File: config.mk
export PLATFORM = sky130hd
export DESIGN_NAME = inj_fault_ctrl
export DESIGN_NICKNAME = d
export VERILOG_FILES = /design/src/rtl/evt_inj_pkg.sv /design/src/rtl/inj_type_decode.sv /design/src/rtl/inj_trap_lookup.sv /design/src/rtl/inj_fsm.sv /design/src/rtl/inj_fault_ctrl.sv
export SDC_FILE = /design/constraint.sdc
export NUM_CORES = 1
export LEC_CHECK = 0
export ABC_AREA = 1
export CAP_MARGIN = 20
export CORE_ASPECT_RATIO = 0.75
export CORE_MARGIN = 1
export CORE_UTILIZATION = 40
export DETAILED_ROUTE_END_ITERATION = 7
export DONT_BUFFER_PORTS = 1
export GPL_TIMING_DRIVEN = 0
export PLACE_DENSITY = 0.6
export SETUP_SLACK_MARGIN = 0.1
export SYNTH_ARGS = -nofsm -noshare
export SYNTH_HDL_FRONTEND = slang
export SYNTH_SLANG_ARGS = --single-unit
File: constraint.sdc
create_clock -name clk -period 1.9 [get_ports clk]
set_clock_uncertainty 0.1 [all_clocks]
set_input_delay 0.19 -clock clk [delete_from_list [all_inputs] [get_ports clk]]
set_output_delay 0.19 -clock clk [all_outputs]
set_load 0.05 [all_outputs]
File: src/rtl/evt_inj_pkg.sv
package evt_inj_pkg;

    typedef enum logic [2:0] {
        S_IDLE,
        S_DELIVER,
        S_NESTED,
        S_DFAULT,
        S_EXIT,
        S_DONE
    } state_e;

    typedef enum logic [1:0] {
        RSN_NONE   = 2'd0,
        RSN_EXC    = 2'd1,
        RSN_TRIPLE = 2'd2
    } reason_e;

    localparam logic [2:0] TYP_EXT_INT  = 3'd0;
    localparam logic [2:0] TYP_NMI      = 3'd2;
    localparam logic [2:0] TYP_SW_INT   = 3'd4;
    localparam logic [2:0] TYP_PRIV_SW  = 3'd5;
    localparam logic [2:0] TYP_SW_EXC   = 3'd6;

endpackage

File: src/rtl/inj_type_decode.sv
module inj_type_decode
    import evt_inj_pkg::*;
#(
    parameter int VEC_W  = 8,
    parameter int DF_VEC = 8
) (
    input  logic [2:0]       typ_i,
    input  logic [VEC_W-1:0] vec_i,
    output logic             ext_first_o,
    output logic             is_df_o
);

    logic hw_class;

    always_comb begin
        ext_first_o = 1'b1;
        hw_class    = 1'b1;
        case (typ_i)
            TYP_EXT_INT, TYP_NMI, TYP_PRIV_SW: hw_class = 1'b0;
            TYP_SW_INT, TYP_SW_EXC: begin
                hw_class    = 1'b0;
                ext_first_o = 1'b0;
            end
            default: hw_class = 1'b1;
        endcase
        is_df_o = hw_class && (vec_i == VEC_W'(DF_VEC));
    end

endmodule

File: src/rtl/inj_trap_lookup.sv
module inj_trap_lookup #(
    parameter int VEC_W = 8,
    parameter int MAP_W = 32
) (
    input  logic [VEC_W-1:0] vec_i,
    input  logic [MAP_W-1:0] map_i,
    output logic             hit_o
);

    localparam int IDX_W = $clog2(MAP_W);

    generate
        if (VEC_W > IDX_W) begin : g_wide
            assign hit_o = ~|vec_i[VEC_W-1:IDX_W] && map_i[vec_i[IDX_W-1:0]];
        end else begin : g_narrow
            assign hit_o = map_i[vec_i];
        end
    endgenerate

endmodule

File: src/rtl/inj_fsm.sv
module inj_fsm
    import evt_inj_pkg::*;
(
    input  logic       clk,
    input  logic       rst_n,
    input  logic       start_i,
    input  logic       ext_first_i,
    input  logic       inj_is_df_i,
    input  logic       lbr_en_i,
    input  logic       nest_valid_i,
    input  logic       nest_df_i,
    input  logic       trap_hit_i,
    input  logic       deliver_done_i,
    output logic       err_valid_o,
    output logic       err_ext_o,
    output logic       df_valid_o,
    output logic       exit_o,
    output logic [1:0] exit_reason_o,
    output logic       brec_o,
    output logic       done_o,
    output logic       idle_o,
    output logic       delivering_o
);

    state_e  st, st_nxt;
    logic    ext_first_q;
    logic    a_err, a_ext, a_df, a_done;
    reason_e a_rsn;
    logic    accept;

    assign accept       = (st == S_IDLE) && start_i;
    assign idle_o       = (st == S_IDLE);
    assign delivering_o = (st == S_DELIVER) || (st == S_NESTED) || (st == S_DFAULT);

    always_comb begin
        st_nxt = st;
        a_err  = 1'b0;
        a_ext  = 1'b0;
        a_df   = 1'b0;
        a_done = 1'b0;
        a_rsn  = RSN_NONE;
        unique case (st)
            S_IDLE: begin
                if (start_i) st_nxt = inj_is_df_i ? S_DFAULT : S_DELIVER;
            end
            S_DELIVER, S_NESTED: begin
                if (nest_valid_i) begin
                    if (trap_hit_i) begin
                        st_nxt = S_EXIT;
                        a_rsn  = RSN_EXC;
                    end else if (nest_df_i) begin
                        st_nxt = S_DFAULT;
                        a_df   = 1'b1;
                    end else begin
                        st_nxt = S_NESTED;
                        a_err  = 1'b1;
                        a_ext  = (st == S_DELIVER) ? ext_first_q : 1'b1;
                    end
                end else if (deliver_done_i) begin
                    st_nxt = S_DONE;
                    a_done = 1'b1;
                end
            end
            S_DFAULT: begin
                if (nest_valid_i) begin
                    st_nxt = S_EXIT;
                    a_rsn  = trap_hit_i ? RSN_EXC : RSN_TRIPLE;
                end else if (deliver_done_i) begin
                    st_nxt = S_DONE;
                    a_done = 1'b1;
                end
            end
            S_EXIT:  st_nxt = S_IDLE;
            S_DONE:  st_nxt = S_IDLE;
            default: st_nxt = S_IDLE;
        endcase
    end

    // state register
    always_ff @(posedge clk) begin
        if (!rst_n) begin
            st          <= S_IDLE;
            ext_first_q <= 1'b0;
        end else begin
            st <= st_nxt;
            if (accept) ext_first_q <= ext_first_i;
        end
    end

    // registered outputs
    always_ff @(posedge clk) begin
        if (!rst_n) begin
            err_valid_o   <= 1'b0;
            err_ext_o     <= 1'b0;
            df_valid_o    <= 1'b0;
            exit_o        <= 1'b0;
            exit_reason_o <= 2'd0;
            brec_o        <= 1'b0;
            done_o        <= 1'b0;
        end else begin
            err_valid_o   <= a_err;
            err_ext_o     <= a_err && a_ext;
            df_valid_o    <= a_df;
            exit_o        <= (a_rsn != RSN_NONE);
            exit_reason_o <= a_rsn;
            brec_o        <= accept && lbr_en_i;
            done_o        <= a_done;
        end
    end

endmodule

File: src/rtl/inj_fault_ctrl.sv
module inj_fault_ctrl
    import evt_inj_pkg::*;
#(
    parameter int VEC_W  = 8,
    parameter int MAP_W  = 32,
    parameter int EC_W   = 16,
    parameter int DF_VEC = 8
) (
    input  logic             clk,
    input  logic             rst_n,
    input  logic             start_i,
    input  logic [2:0]       start_type_i,
    input  logic [VEC_W-1:0] start_vec_i,
    input  logic             lbr_en_i,
    input  logic             nest_valid_i,
    input  logic [VEC_W-1:0] nest_vec_i,
    input  logic             nest_df_i,
    input  logic [MAP_W-1:0] bitmap_i,
    input  logic             deliver_done_i,
    output logic             err_valid_o,
    output logic             err_ext_o,
    output logic             df_valid_o,
    output logic [EC_W-1:0]  df_code_o,
    output logic             exit_o,
    output logic [1:0]       exit_reason_o,
    output logic             brec_o,
    output logic             done_o
);

    logic ext_first, inj_is_df, trap_hit;
    logic fsm_idle, fsm_delivering;

    inj_type_decode #(.VEC_W(VEC_W), .DF_VEC(DF_VEC)) u_dec (
        .typ_i       (start_type_i),
        .vec_i       (start_vec_i),
        .ext_first_o (ext_first),
        .is_df_o     (inj_is_df)
    );

    inj_trap_lookup #(.VEC_W(VEC_W), .MAP_W(MAP_W)) u_trap (
        .vec_i (nest_vec_i),
        .map_i (bitmap_i),
        .hit_o (trap_hit)
    );

    inj_fsm u_fsm (
        .clk            (clk),
        .rst_n          (rst_n),
        .start_i        (start_i),
        .ext_first_i    (ext_first),
        .inj_is_df_i    (inj_is_df),
        .lbr_en_i       (lbr_en_i),
        .nest_valid_i   (nest_valid_i),
        .nest_df_i      (nest_df_i),
        .trap_hit_i     (trap_hit),
        .deliver_done_i (deliver_done_i),
        .err_valid_o    (err_valid_o),
        .err_ext_o      (err_ext_o),
        .df_valid_o     (df_valid_o),
        .exit_o         (exit_o),
        .exit_reason_o  (exit_reason_o),
        .brec_o         (brec_o),
        .done_o         (done_o),
        .idle_o         (fsm_idle),
        .delivering_o   (fsm_delivering)
    );

    // a double fault always pushes an all-zero code with EXT clear
    assign df_code_o = '0;

endmodule

# Word-level counts from Yosys, hierarchy flattened

Index checks and enable logic that the tools add are counted.

Flip-flop bits (word level): 12
Input bits: 58
Output and inout bits: 24
Word-level logic and storage cells: 67

Magnitude comparators: 1
Equality and inequality tests: 9
Muxes and demuxes: 28
Bitwise operators: 4
Reductions and logical operators: 16

Operators by type and width:

| cell                                                | count |
|---|---|
| 2-to-1 mux 1 bit                                    | 16 |
| 2-to-1 mux 3 bit                                    | 5 |
| == test 3 x 2 -> 1 bit (second input constant)      | 3 |
| == test 3 bit (second input constant)               | 3 |
| one-hot mux 3 bit (3 select lines)                  | 1 |
| OR reduction 3 bit                                  | 3 |
| == test 8 x 4 -> 1 bit (second input constant)      | 1 |
| 2-to-1 mux 2 bit                                    | 4 |
| logical NOT 3 bit                                   | 2 |
| < comparator 5 x 6 -> 1 bit (second input constant) | 1 |
| binary-select mux 1 bit (select 5 bit)              | 1 |
| logical AND 1 bit                                   | 5 |
| OR reduction 5 bit                                  | 1 |
| inverter 1 bit                                      | 4 |
| one-hot mux 2 bit (2 select lines)                  | 1 |
| OR reduction 2 bit                                  | 2 |
| OR reduction 4 bit                                  | 1 |
| == test 3 x 1 -> 1 bit (second input constant)      | 1 |
| != test 2 bit (second input constant)               | 1 |
| nonzero test 2 bit                                  | 1 |
| logical NOT 1 bit                                   | 1 |

# Depth between registers and ports, before layout

Depth in word-level cells: 7
Depth in mapped cells: 14
Gate-level depth less buffers: 12

# Hierarchy

From an unflattened synthesis, not the netlist that was laid out.

Cell total of the unflattened synthesis: 188
Area, all modules: 1121.1 µm²

By module, submodules not included:

| module          | times used | cells each | area each (µm²) | seq. area each (µm²) |
|---|---|---|---|---|
| inj_fsm         | 1          | 74         | 534.3           | 240.2 |
| inj_trap_lookup | 1          | 80         | 394.1           | 0.0 |
| inj_fault_ctrl  | 1          | 17         | 123.9           | 0.0 |
| inj_type_decode | 1          | 17         | 68.8            | 0.0 |

# Worst setup path after synthesis

No wires, ideal clock.

Kind: input to register
From: in nest_vec_i[0]
To: reg u_fsm.exit_o
Library setup time: 0.120 ns
Arrival time: 1.243 ns
Data required time: 1.680 ns
Slack: 0.437 ns
Cell stages on the path: 13
Path buffers: 2
Cell sequence: buf_6 -> inv_8 -> buf_12 -> nand2_2 -> nand3_1 -> nand3_1 -> nand2_1 -> nand2_1 -> nand3_1 -> nand3_2 -> nand2_4 -> nor3_2 -> or2_1

Word-level cells in the longest chain between the ends: 7
Elaborated cells on any way between the ends: 9
Those cells by class: mux: 7; reduce/logical: 2

Ends and longest elaborated chain:

| element                                              | RTL line                     | RTL |
|---|---|---|
| start: declaration                                   | inj_fault_ctrl.sv:16         | `input logic [VEC_W-1:0] nest_vec_i,` |
| binary-select mux 1 bit (select 5 bit) (*)           | inj_trap_lookup.sv:14        | `assign hit_o = ~\|vec_i[VEC_W-1:IDX_W] && map_i[vec_i[IDX_W-1:0]];` |
| 2-to-1 mux 1 bit (implied by the code) (*)           | inj_trap_lookup.sv:14        |  |
| logical AND 1 bit (*)                                | inj_trap_lookup.sv:14        |  |
| 2-to-1 mux 2 bit or 2-to-1 mux 1 bit (tied branches) | inj_fsm.sv:67, inj_fsm.sv:48 |  |
| 2-to-1 mux 2 bit, on equally long branches           | inj_fsm.sv:65, inj_fsm.sv:47 |  |
| one-hot mux 2 bit (2 select lines) (*)               | inj_fsm.sv:42                | `unique case (st)` |
| nonzero test 2 bit (*)                               | inj_fsm.sv:104               | `exit_o <= (a_rsn != RSN_NONE);` |
| end signal: assignment                               | inj_fsm.sv:104               |  |
| end: declaration                                     | inj_fsm.sv:17                | `output logic exit_o,` |

Mark *: on every way between the ends. The rest lies on a longest branch, timed or not. The select of a mux whose other input is x is not followed.
A chain may end at the register's enable or synchronous reset.

# Worst setup path after layout

From: in nest_valid_i
To: reg u_fsm.done_o

Word-level cells in the longest chain between the ends: 1

Ends and longest elaborated chain:

| element                             | RTL line             | RTL |
|---|---|---|
| start: declaration                  | inj_fault_ctrl.sv:15 | `input logic nest_valid_i,` |
| OR reduction 3 bit (no source line) | -                    |  |
| end signal: assignment              | inj_fsm.sv:107       | `done_o <= a_done;` |
| end: declaration                    | inj_fsm.sv:20        | `output logic done_o,` |

Every way passes these cells.

==> impl_metrics.toml <==
[pwr]
cellInternalPower_mw = 0.469
power.density_nw_per_um2 = 610
swShare = 0.370
p_leak_nw = 0.605
combPwrFrac = 0.340
switchingPower_mw = 0.276
pwr-share-seq = 0.381
ir_worst_vdd_v = 0.000219
clockPowerShare = 0.278

[timing]
fin_crit_sh = 0.800
fin_crit_ns = 1.52
maxSlewViolCount = 0
finalSetupTns_ns = 0
setup_violations = 0
timing.fmax_mhz = 658
rsz0062_at_grt = "false"
hold_viol = 0

[worst_setup_path]
criticalPathCategory = "input pin to flop"
critPathTopFamily = "buffers and inverters"
cp.required_ns = 2.01
critPathLaunchType = "input pin"
arrival_ns = 1.63
endpoint_kind = "flop"
r2r_cells = 7
worstPathCellList = "dlygate4sd3_1 > inv_1 > nand2_1 > dlygate4sd3_1 > nor2_1"
r2r-end = "u_fsm.err_ext_o$_SDFF_PN0_"
cpPeakStageDelay_ns = 0.61
cp_max_fo = 3
crit_path_frequent_cell = "dlygate4sd3_1"
crit_buf_inv = 3
ff2ff_setup_slack_ns = 0.45
r2r_start = "u_fsm.st[1]$_SDFFE_PN0P_"
worst_path_max_delay_cell = "dlygate4sd3_1"

[floorplan]
row_count = 15
die_h_um = 45.6
die_width_um = 60.2
ios = 82
die_area_sq_um = 2750
start_util = 0.433
core_region_area_sq_um = 2350

[clock_network]
ctsResizeCount = 0
clk_latency_ns = 0.28
clk_pin_slew_worst_paths_ns = 0.08
cts_tree = "built"
cts_sinks = 12
cts-htree-levels = 1
cts_buffers = 3
cts_buffer_depth = 2
ctsRootBufferMaster = "clkbuf_4"

[synth]
yosys_warnings = 0
yosysSeqAreaShare = 0.236
synth_top_family_by_area = "simple AND/OR/NAND/NOR gates"
yosys-top-cells-count = "nand2_1 (46), nand3_1 (26), buf_4 (16)"
synthTopCellsByArea = "dfxtp_1 (24%), nand2_1 (17%), nand3_1 (13%), buf_4 (12%), nand2_2 (4.3%)"
yosys-mux-area-fraction = 0
synth.largest_area_cell = "dfxtp_1"
yosysMostFrequentCell = "nand2_1"
syn_inst = 157
ys.flop_type = "dfxtp_1"
netlist_area_sq_um = 1020
ys_ff_latch = 12
synth_compound_area_frac = 0.0616
synth_edf_count = 0
ys_types = 28
synth_xor_area_frac = 0
async_reset_ff_frac = 0
avgSynthCellArea_sq_um = 6.47
synth_simple_gate_area_share = 0.478
synthAdderAreaFrac = 0
synth_top_area_frac = 0.236

[drt]
drt_iter0_drc = 26
drc = 0
routedWlPerCell_um = 10.6
ant_nets = 0
viasPerCell = 4.58
dr.pass1.iters = 4
wl_um = 2300
routed-via-count = 993

[cells_and_area]
synthToLayoutAreaGrowth_pct = 20.2
multi_input_area_sq_um = 608
fin_util = 0.521
ff_latch_area_sq_um = 240
antennaDiodeCount = 0
nets = 242
fillers = 246
drive_gt1_frac = 0.213

[global_routing]
first_global_vias = 877
gr-usage-all-layers = 0.173
antenna_found_initial = 0
grt_pass1_wl_um = 3540
grt_max_degree = 11
grt_overflow_total = 0

[placed_design]
portBuffers = 0
globalplace.congestion = 0.846
hpwl_um = 1880

[min_path]
worst_hold_path_type = "input pin to flop"
hold_depth = 2
min_to = "u_fsm.df_valid_o$_SDFF_PP0_"
min_from = "rst_n"

[run_status]
status = "finished clean"

[flow_run]
maxCapViolCount = 0
==> state kept, by name, indices dropped and copies added (netlist names) <==
signal,cells
u_fsm.brec_o,1
u_fsm.df_valid_o,1
u_fsm.done_o,1
u_fsm.err_ext_o,1
u_fsm.err_valid_o,1
u_fsm.exit_o,1
u_fsm.exit_reason_o,2
u_fsm.ext_first_q,1
u_fsm.st,3
==> how the worst max path moves through the flow <==
| stage | from | depth (start not counted) | slack [ns] | endpoint |
|---|---|---|---|---|
| 2_1_floorplan | nest_vec_i[0] | 13 | 0.44 | u_fsm.exit_o$_SDFF_PN0_ |
| 3_3_place_gp | nest_vec_i[0] | 13 | 0.32 | u_fsm.exit_o$_SDFF_PN0_ |
| 3_5_place_dp | nest_vec_i[1] | 11 | 0.29 | u_fsm.exit_o$_SDFF_PN0_ |
| 4_1_cts | nest_valid_i | 5 | 0.41 | u_fsm.done_o$_SDFF_PP0_ |
| 5_1_grt | u_fsm.st[1]$_SDFFE_PN0P_ | 7 | 0.33 | u_fsm.err_ext_o$_SDFF_PN0_ |
| 6_report | nest_valid_i | 5 | 0.38 | u_fsm.done_o$_SDFF_PP0_ |
==> cell families after synthesis <==
kind of cell / count (synthesis)
simple gates: 101
buf+inv: 33
flops: 12
compound gates: 10
other cells: 1
==> cell usage in the layout (no fill, tap or decap), drive strengths merged <==
cell         count
a21oi            3
nor4             1
a32oi            1
o21ai            2
o22ai            1
nor2             9
nand3b           2
buf             20
dlygate4sd3      7
a211oi           1
nand2           54
o211ai           1
clkbuf           4
dfxtp           12
nor3             7
or2              1
inv             13
nand3           27
conb            16
o21a             1
==> metal layers <==
| layer | part of all wire | global-route usage |
|---|---|---|
| met5 | 0 | 0 |
| met4 | 0.0052 | 0.0512 |
| met3 | 0.095 | 0.0653 |
| met2 | 0.44 | 0.255 |
| met1 | 0.46 | 0.234 |
==> power groups by stage <==
stage          Clock, mW  Combinational, mW  Sequential, mW
2_1_floorplan          0              0.216           0.288
3_3_place_gp           0              0.234           0.290
3_5_place_dp           0              0.238           0.290
4_1_cts            0.211              0.252           0.284
5_1_grt            0.221              0.279           0.286
6_report           0.207              0.254           0.284
==> area by class of cell <==
cell class	instances	area share
inverter	13	0.0461
multi-input combinational	127	0.498
sequential	12	0.197
buffer	20	0.137
tap	34	0.0348
clock buffer	4	0.0297
timing repair buffer	7	0.0574
==> worst register-to-register path: cells and delay by family (launching register included) <==
family,cells,cell delay [ns]
compound gates,1,0.13
buf+inv,1,0.08
flops,1,0.39
simple gates,5,0.69
==> repair_timing <==
action	4_1_cts	5_1_grt
hold buffers	7	0
hold endpoints to repair	7	0
setup buffers	0	0
setup endpoints to repair	0	0
==> stage by stage <==
step | total power, mW | cells | setup WS (ns) | instance area [sq um] | hold WS, ns
floorplan | 0.504 | 172 | 0.437 | 1070 | 0.162
global placement | 0.524 | 206 | 0.321 | 1110 | 0.165
detailed placement | 0.528 | 206 | 0.292 | 1110 | 0.165
CTS | 0.748 | 217 | 0.413 | 1220 | 0.00662
global route | 0.786 | 217 | 0.329 | 1220 | 0.0112
finish | 0.745 | 217 | 0.381 | 1220 | 0.0113
No activity file was read; power rests on OpenSTA's default activity.
